--- src/rtl/bus_grant_arbiter_pkg.sv ---
package bus_grant_arbiter_pkg;
  typedef enum logic {
    ARB_IDLE  = 1'b0,
    ARB_OFFER = 1'b1
  } arb_state_t;
endpackage

--- src/rtl/rr_pick.sv ---
module rr_pick #(
  parameter int N_REQ = 4,
  localparam int IDX_W = (N_REQ > 1) ? $clog2(N_REQ) : 1
) (
  input  logic [N_REQ-1:0] req_i,
  input  logic [IDX_W-1:0] last_i,
  output logic             vld_o,
  output logic [IDX_W-1:0] idx_o
);
  logic [IDX_W-1:0] cand [N_REQ];
  logic [N_REQ-1:0] hit;

  for (genvar o = 0; o < N_REQ; o++) begin : g_cand
    assign cand[o] = IDX_W'((int'(last_i) + o + 1) % N_REQ);
    assign hit[o]  = req_i[cand[o]];
  end

  always_comb begin
    vld_o = 1'b0;
    idx_o = '0;
    for (int o = 0; o < N_REQ; o++) begin
      if (!vld_o && hit[o]) begin
        vld_o = 1'b1;
        idx_o = cand[o];
      end
    end
  end
endmodule

--- src/rtl/offer_timer.sv ---
module offer_timer #(
  parameter int GRANT_TIMEOUT = 8,
  localparam int TW = $clog2(GRANT_TIMEOUT + 1)
) (
  input  logic clk,
  input  logic rst_n,
  input  logic clear_i,
  input  logic run_i,
  output logic expired_o
);
  logic [TW-1:0] cnt_q;

  always_ff @(posedge clk) begin
    if (!rst_n || clear_i) cnt_q <= '0;
    else if (run_i && !expired_o) cnt_q <= cnt_q + 1'b1;
  end

  assign expired_o = (cnt_q == TW'(GRANT_TIMEOUT - 1));
endmodule

--- src/rtl/bus_grant_arbiter.sv ---
module bus_grant_arbiter
  import bus_grant_arbiter_pkg::*;
#(
  parameter int N_REQ = 4,
  parameter int GRANT_TIMEOUT = 8
) (
  input  logic             clk,
  input  logic             rst_n,
  input  logic [N_REQ-1:0] req_i,
  input  logic             busy_i,
  output logic [N_REQ-1:0] gnt_o
);
  localparam int IDX_W = (N_REQ > 1) ? $clog2(N_REQ) : 1;

  arb_state_t       state_q, state_d;
  logic [IDX_W-1:0] owner_q, last_q;
  logic [IDX_W-1:0] pick_idx;
  logic             pick_vld, issue, expired, owner_req;

  rr_pick #(.N_REQ(N_REQ)) u_pick (
    .req_i (req_i),
    .last_i(last_q),
    .vld_o (pick_vld),
    .idx_o (pick_idx)
  );

  offer_timer #(.GRANT_TIMEOUT(GRANT_TIMEOUT)) u_timer (
    .clk      (clk),
    .rst_n    (rst_n),
    .clear_i  (issue),
    .run_i    (state_q == ARB_OFFER),
    .expired_o(expired)
  );

  assign owner_req = req_i[owner_q];

  always_comb begin
    state_d = state_q;
    issue   = 1'b0;
    case (state_q)
      ARB_IDLE: begin
        if (!busy_i && pick_vld) begin
          state_d = ARB_OFFER;
          issue   = 1'b1;
        end
      end
      ARB_OFFER: begin
        // ownership taken, request withdrawn, or timeout: offer ends
        if (busy_i || !owner_req || expired) state_d = ARB_IDLE;
      end
      default: state_d = ARB_IDLE;
    endcase
  end

  always_ff @(posedge clk) begin
    if (!rst_n) begin
      state_q <= ARB_IDLE;
      owner_q <= '0;
      last_q  <= IDX_W'(N_REQ - 1);
    end else begin
      state_q <= state_d;
      if (issue) begin
        owner_q <= pick_idx;
        last_q  <= pick_idx;
      end
    end
  end

  for (genvar i = 0; i < N_REQ; i++) begin : g_gnt
    assign gnt_o[i] = (state_q == ARB_OFFER) && (owner_q == IDX_W'(i));
  end
endmodule

--- config.mk ---
export PLATFORM = sky130hd
export DESIGN_NAME = bus_grant_arbiter
export DESIGN_NICKNAME = d
export VERILOG_FILES = /design/src/rtl/bus_grant_arbiter_pkg.sv /design/src/rtl/rr_pick.sv /design/src/rtl/offer_timer.sv /design/src/rtl/bus_grant_arbiter.sv
export SDC_FILE = /design/constraint.sdc
export NUM_CORES = 1
export LEC_CHECK = 0
export BUFFER_PORTS_ARGS = -buffer_cell sky130_fd_sc_hd__buf_2
export CELL_PAD_IN_SITES_DETAIL_PLACEMENT = 0
export CELL_PAD_IN_SITES_GLOBAL_PLACEMENT = 2
export CORE_ASPECT_RATIO = 0.7
export CORE_MARGIN = 5
export CORE_UTILIZATION = 30
export DETAILED_ROUTE_END_ITERATION = 10
export HOLD_SLACK_MARGIN = 0.05
export PLACE_DENSITY = 0.77
export SETUP_SLACK_MARGIN = 0.1
export SYNTH_ARGS = -nofsm -noshare
export SYNTH_HDL_FRONTEND = slang
export SYNTH_SLANG_ARGS = --single-unit
export TNS_END_PERCENT = 30
--- constraint.sdc ---
create_clock -name clk -period 1.89 [get_ports clk]
set_input_delay 0.567 -clock clk [delete_from_list [all_inputs] [get_ports clk]]
set_output_delay 0.567 -clock clk [all_outputs]
set_load 0.02 [all_outputs]
* Word-level counts from Yosys, hierarchy flattened
Index checks and enable logic that the tools add are counted.
Widths: inputs -> output; s select.
** Word-level totals
- Register bits :: 9
- Bits of input ports :: 7
** Cells by class
- Mux-type cells :: 22
- Order comparisons :: 5
- Add/subtract/negate cells :: 7
- Bitwise logic cells :: 1
- Equal/unequal tests :: 4
- Reduce and logical (&&, ||, !) cells :: 20
** Operator list (number)
- $lt 2x3->1 const B :: 5
- $mux 1 :: 12
- $add 2x2->2 const B :: 5
- $bmux 1 s2 :: 5
- $logic_and 1x1->1 :: 9
- $mux 2 :: 4
- $logic_not 1->1 :: 7
- $add 4x1->4 const B :: 1
- $eq 2x2->1 const B :: 2
- $eq 4x3->1 const B :: 1
- $logic_or 1x1->1 :: 3
- $add 2x1->2 const B :: 1
- $eq 2x1->1 const B :: 1
- $logic_not 2->1 :: 1
- $pmux 1 s2 :: 1
- $not 1->1 :: 1

* Longest topological paths before layout
Gate-level depths: netlist of run 1.
- Depth after elaboration :: 17
- Mapped depth :: 5

* Cells and area by module
From an unflattened synthesis of run 1, not the netlist that was laid out.
** Unflattened totals
- Cell total of the unflattened synthesis :: 64
- Area total of the unflattened synthesis :: 559.3 um^2
** By module, submodules not included
- bus_grant_arbiter :: cells an instance 27, times used 1, sequential area each 100.1 um^2, area an instance 257.7 um^2
- offer_timer :: cells an instance 23, times used 1, sequential area each 80.1 um^2, area an instance 210.2 um^2
- rr_pick :: cells an instance 14, times used 1, sequential area each 0.0 um^2, area an instance 91.3 um^2

* Worst setup path after synthesis of run 1
No wires, ideal clock.
- Path kind :: register to output
- Start :: register state_q
- End :: output gnt_o[0]
- Data arrival time :: 1148 ps
- Path slack :: 175 ps
- Stages on the path, launching flop included :: 3
- Cells stage by stage :: dfxtp_1 clkbuf_1 nor3b_1
** Between the ends
- Longest elaborated chain between the ends :: 1
** Ends and longest elaborated chain
- start: declaration :: line bus_grant_arbiter.sv:15 : arb_state_t state_q, state_d;
- start signal: assignment :: line bus_grant_arbiter.sv:61 : state_q <= state_d;
- $logic_and 1x1->1 :: line bus_grant_arbiter.sv:70 : assign gnt_o[i] = (state_q == ARB_OFFER) && (owner_q == IDX_W'(i));
- end: declaration :: line bus_grant_arbiter.sv:11 : output logic [N_REQ-1:0] gnt_o
Every way passes these cells.

* Worst setup path in the final report of run 1
Ends and elaborated chain as after synthesis.

==> metrics.csv, run 1 <==
stage;metric;value;unit
placement;place.port_buffers;10;
die;coreArea;1820;µm²
clock_network;cts_max_level;1;
setup_path;crit_family;flip-flops;
final_layout;register_area;181;µm²
status;outcome;completed;
yosys;yosys.area.top_type;dfxtp_1;
global_routing;grt_max_degree;14;
placement;place_inst;98;
final_layout;n_antenna_cell;0;
die;die-area;2860;µm²
yosys;syn-num-nets;75;
setup_path;worstSetupStartpointType;flop;
die;ios;11;
die;initial_core_util;30.9;%
routing;dr.pass1.iters;4;
routing;drt-initial-drc-count;8;
timing;setup_viol;0;
timing;final_max_slew_viol_count;0;
timing;finalHoldViolCount;0;
routing;vias_per_cell;5.07;
timing;timing.fmax;0.605;GHz
final_layout;finalNonFillerCells;102;
timing;rsz0062_at_grt;no;
die;chipWidth;61.8;µm
yosys;yosysSeqAreaShare;32.0;%
final_layout;areaGrowthSynthToFinish;17.3;%
routing;ant_nets;0;
clock_network;clk_root_buffer_cell;clkbuf_4;
power_and_ir_drop;leakage;0.000293;µW
setup_path;cp.arrival;1.09;ns
timing;slew_headroom;73.8;%
power_and_ir_drop;irDropWorstVdd;0.403;mV
clock_network;tritoncts;built;
setup_path;crit_chain;nor3b_1 -> buf_2;
yosys;syn_inst;67;
routing;wl_per_cell;12.5;µm
final_layout;utilization;36.3;%
die;num_rows;13;
setup_path;cp.required;1.32;ns
routing;vias;517;
setup_path;end_kind;output pin;
yosys;netlist_area;563;µm²
clock_network;cts.sinks;9;
global_routing;grt.overflow.total;0;
timing;setup_tns;0;ns
placement;hpwl;968;µm
clock_network;worstSkewPairLatency;0.26;ns
die;die_h;46.2;µm
worst_hold_path;hold_class;reg -> reg;
yosys;ys_ff_latch;9;
clock_network;numCtsBuffers;3;
global_routing;antenna_found_initial;0;
yosys;yosysWarnings;0;
setup_path;critPathKind;reg -> out;
timing;period_share;87.4;%
setup_path;crit_slowest_cell;dfxtp_2;
final_layout;multi_input_area;364;µm²
setup_path;path_max_fanout;13;
timing;min_period;1.65;ns
final_layout;finalNetCount;89;
yosys;synth_area_leaders;dfxtp_1 (32%), nand2_1 (5.3%), nor2_1 (5.3%), nor3b_1 (5.3%), xor2_1 (4.7%);
setup_path;path_buf_inv;1;
clock_network;cts.reportedPaths.clkPinSlew;0.06;ns
clock_network;cts.repair.resized;1;
final_layout;fillers;200;
global_routing;grt_pass1_vias;497;
global_routing;grt_use_total;10.5;%
clock_network;hold_buffers;0;
job;maxCapViolations;0;
timing;skew;0.00422;ns
clock_network;cts_setup_buffers;0;
timing;tightest_slew;0.390;ns
power_and_ir_drop;p_total;444;µW
yosys;synth.distinct_cells;31;
final_layout;drive_gt1_share;26.3;%
timing;hold-worst-slack;0.488;ns
clock_network;clock_path_buffers;2;
routing;wl;1280;µm
global_routing;grt_pass1_wl;2190;µm
setup_path;critPathMaxStageDelay;0.45;ns
yosys;syn_area_per_cell;8.40;µm²
power_and_ir_drop;p_per_area;672;nW/µm²
placement;gp_congestion;0.714;
routing;drc;0;
yosys;synth_top_area_share;32.0;%
## sequential cells by signal, indices dropped and copies added (netlist names)
name           cells
last_q             2
owner_q            2
state_q            1
u_timer.cnt_q      4
## power by group
group / switching, µW / total (µW) / internal (µW)
sequential: 20.5 / 221 / 200
combinational: 38.4 / 77.7 / 39.3
clock: 64.3 / 145 / 81.2
## synth_stat cells
master and instances:
a2111o_1 1, a21boi_1 1, a21oi_1 3, a31oi_1 1
and2b_2 1, and3_1 2, and3b_1 2, buf_6 1
clkbuf_1 1, dfxtp_1 9, ha_1 1, inv_1 1
mux2_4 1, mux4_2 1, nand2_1 8, nand3_1 4
nand3b_1 1, nor2_1 8, nor3_1 2, nor3_2 1
nor3b_1 4, nor4_1 1, nor4b_1 1, o21ai_0 2
o21ai_1 1, o22a_1 1, o311ai_1 1, or2b_2 1
or3_1 1, or3b_2 1, xor2_1 3
## routing by layer
metal  vias to the layer above  global-route usage, %  routed length, µm
li1                        272                      -                  -
met4                         0                   1.27                  0
met3                         0                   5.04                 60
met5                         -                      0                  0
met1                       231                   14.6                723
met2                        14                   15.0                492
## final cells by class
type / instances / share of cell area, %
multi-input cells: 55 / 55.1
well taps: 22 / 4.17
repair buffers: 11 / 8.71
flip-flops and latches: 9 / 27.5
clock buffers: 4 / 3.98
inverters: 1 / 0.568
## worst min-delay path, stage by stage (launching register included)
cell     delay [ns]
dfxtp_1        0.32
nand2_1        0.06
a21oi_1        0.06
## path summary, 6_finish.rpt
kind	start	to	slack [ns]	cells after the start
min	u_timer.cnt_q[1]	u_timer.cnt_q[1]	0.49	2
min reg2reg	u_timer.cnt_q[1]	u_timer.cnt_q[1]	0.49	2
max	state_q	gnt_o[0]	0.24	2
max reg2reg	last_q[1]	last_q[0]	0.31	4
## cell usage in the layout, fill, tap and decap left out, drive strengths merged, types with 2 or more instances in the layout
cell,instances
o21ai,3
nand3,4
xor2,3
nand2,8
and3,2
nor3,3
and3b,2
dfxtp,9
clkbuf,4
a21oi,3
buf,11
nor2,8
nor3b,4
## cell families (layout without fill, tap and decap cells)
group / Yosys count / count (layout) / share of synthesized area [%]
and+or+nand+nor: 38 / 38 / 38.2
DFF: 9 / 9 / 32.0
buffers and inverters: 3 / 16 / 3.33
muxes: 2 / 2 / 6.67
AOI/OAI and AO/OA: 11 / 11 / 12.9
adders and majority gates: 1 / 1 / 2.22
xor gates and xnor gates: 3 / 3 / 4.67
## metrics by stage
stage,setup WS (ns),instance area (µm²)
5_1_grt,0.151,661
2_1_floorplan,0.175,563
4_1_cts,0.219,661
3_3_place_gp,0.168,633
3_5_place_dp,0.138,633
6_report,0.237,661
No activity file was read; power rests on OpenSTA's default activity.
==> run 2: changes to the inputs <==
Settings changed: GPL_TIMING_DRIVEN from default to 0.
==> run 2 against run 1 <==
Against the previous run:
- wire length shrank 6.4%
- first-iteration DRC count up 63%
- global-route usage is 0.42 points lower
- largest power group unchanged
- clock power hardly changed
- register-to-register slack improved by 0.06 ns
- die area stayed put
- worst setup slack got worse by 0.032 ns
- combinational power up 18%
- critical path depth increased by 1
- largest cell class unchanged
- via count increased by 0.77%
==> metrics.csv, run 2 (same netlist as run 1, synthesis figures left out) <==
stage;metric;value;unit;change
power_and_ir_drop;p_seq_share;46.9;%;was 49.8%
clock_network;numCtsBuffers;3;;unchanged
routing;vias;521;;was 517
global_routing;grt_pass1_vias;479;;was 497
worst_hold_path;hold_class;reg -> reg;;unchanged
setup_path;cp.arrival;1.12;ns;was 1.09 ns
final_layout;multi_input_area;364;µm²;unchanged
clock_network;cts.reportedPaths.clkPinSlew;0.06;ns;about the same
final_layout;final_common_cell;buf_2;;unchanged
power_and_ir_drop;p_int;327;µW;was 321 µW
timing;slew_headroom;62.9;%;was 73.8%
final_layout;drive_gt1_share;27.2;%;was 26.3%
power_and_ir_drop;power.switching;125;µW;was 123 µW
clock_network;hold_buffers;0;;unchanged
routing;wl;1190;µm;was 1280 µm
die;num_rows;13;;unchanged
timing;hold-worst-slack;0.478;ns;was 0.488 ns
setup_path;critPathMaxStageDelay;0.36;ns;was 0.45 ns
power_and_ir_drop;p_sw_share;27.7;%;about the same
final_layout;finalNetCount;90;;was 89
setup_path;worstSetupStartpointType;flop;;unchanged
final_layout;regMostFlops;u_timer.cnt_q;;unchanged
timing;min_period;1.68;ns;was 1.65 ns
timing;finalHoldViolCount;0;;unchanged
die;ios;11;;unchanged
setup_path;critPathKind;reg -> out;;unchanged
final_layout;register_area;181;µm²;unchanged
status;outcome;completed;;unchanged
power_and_ir_drop;p_clk_share;32.8;%;was 32.7%
timing;timing.fmax;0.594;GHz;was 0.605 GHz
routing;drc;0;;unchanged
global_routing;grt_max_degree;11;;was 14
timing;tightest_slew;0.552;ns;was 0.390 ns
placement;place.port_buffers;10;;unchanged
clock_network;cts.sinks;9;;unchanged
clock_network;worstSkewPairLatency;0.26;ns;about the same
final_layout;areaGrowthSynthToFinish;20.0;%;was 17.3%
timing;skew;0.000956;ns;was 0.00422 ns
setup_path;end_kind;output pin;;unchanged
placement;gp_congestion;0.691;;was 0.714
timing;final_max_slew_viol_count;0;;unchanged
die;die-area;2860;µm²;unchanged
die;die_h;46.2;µm;unchanged
die;chipWidth;61.8;µm;unchanged
routing;drt-initial-drc-count;13;;was 8
clock_network;cts_max_level;1;;unchanged
final_layout;fillers;192;;was 200
final_layout;reg_top3;u_timer.cnt_q: 4 flops, last_q: 2 flops, owner_q: 2 flops;;unchanged
final_layout;n_antenna_cell;0;;unchanged
power_and_ir_drop;p_per_area;669;nW/µm²;was 672 nW/µm²
setup_path;cp.required;1.32;ns;about the same
timing;setup_viol;0;;unchanged
global_routing;grt_pass1_wl;2110;µm;was 2190 µm
power_and_ir_drop;irDropWorstVdd;0.295;mV;was 0.403 mV
global_routing;grt.overflow.total;0;;unchanged
power_and_ir_drop;leakage;0.000300;µW;was 0.000293 µW
timing;setup_tns;0;ns;unchanged
placement;hpwl;884;µm;was 968 µm
global_routing;grt_use_total;10.1;%;was 10.5%
die;initial_core_util;30.9;%;unchanged
timing;rsz0062_at_grt;no;;unchanged
power_and_ir_drop;comb_power_share;20.3;%;was 17.5%
clock_network;clock_path_buffers;2;;unchanged
clock_network;clk_root_buffer_cell;clkbuf_4;;unchanged
routing;wl_per_cell;11.6;µm;was 12.5 µm
die;coreArea;1820;µm²;unchanged
routing;vias_per_cell;5.06;;was 5.07
clock_network;tritoncts;built;;unchanged
routing;dr.pass1.iters;4;;unchanged
setup_path;crit_chain;buf_6 -> nor3b_1 -> buf_2;;was nor3b_1 -> buf_2
final_layout;largest_reg_flops;4;;unchanged
global_routing;antenna_found_initial;0;;unchanged
setup_path;path_max_fanout;10;;was 13
routing;ant_nets;0;;unchanged
job;maxCapViolations;0;;unchanged
setup_path;crit_slowest_cell;dfxtp_2;;unchanged
timing;period_share;89.1;%;was 87.4%
final_layout;mostFrequentLayoutCells;buf_2 (10), nand2_1 (8), nor2_1 (8), dfxtp_1 (8);;unchanged
clock_network;cts_setup_buffers;0;;unchanged
## run 2: cell count changes in the layout (fill, tap and decap cells not counted)
cell,previous run,this run
buf_4,1,0
buf_6,0,2
## run 2: critical path: cells and delay by family (launching register included)
family / cells / cell delay (ns)
DFF: 1 / 0.36
and+or+nand+nor: 1 / 0.17
buffers and inverters: 2 / 0.33
## run 2: power by group through the flow
stage,Sequential (µW),Clock (µW),Combinational (µW)
floorplan,213,0,63.2
global placement,216,0,89.9
detailed placement,215,0,89.4
CTS,211,157,90.6
global route,215,165,101
finish,212,148,91.6
## run 2: what timing repair did
| action | CTS | global route |
|---|---|---|
| setup endpoints to repair | 4 | 4 |
| pin swaps | 0 | 0 |
| resized for setup | 2 | 3 |
## run 2: through the flow
step	setup WS, ns	total power (µW)	cells	util [%]	cell area [µm²]
CTS	0.103	459	103	36.8	671
finish	0.205	452	103	37.1	676
floorplan	0.175	276	67	-	563
detailed placement	0.0574	305	99	35.2	641
global route	0.117	481	103	37.1	676
global placement	0.0271	306	99	35.2	641
## run 2: per-layer routing
layer  vias up  track usage [%]  wire length, µm
met5         -                0                0
met4         0             2.54               12
met3         2             5.60               57
met2        10             13.8              468
met1       235             13.6              656
li1        274                -                -
## run 2: layout make-up
class                   count  area share (%)
flip-flops and latches      9            26.9
repair buffers             10            7.41
well taps                  22            4.07
inverters                   1           0.556
clock buffers               4            3.89
plain buffers               2            3.33
multi-input cells          55            53.9
## run 2: final timing paths
check	slack (ns)	startpoint	end	cells past startpoint
worst min-delay path	0.48	u_timer.cnt_q[1]	u_timer.cnt_q[1]	2
worst max register to register	0.37	last_q[1]	last_q[0]	5
worst min register to register	0.48	u_timer.cnt_q[1]	u_timer.cnt_q[1]	2
worst max-delay path	0.21	state_q	gnt_o[0]	3
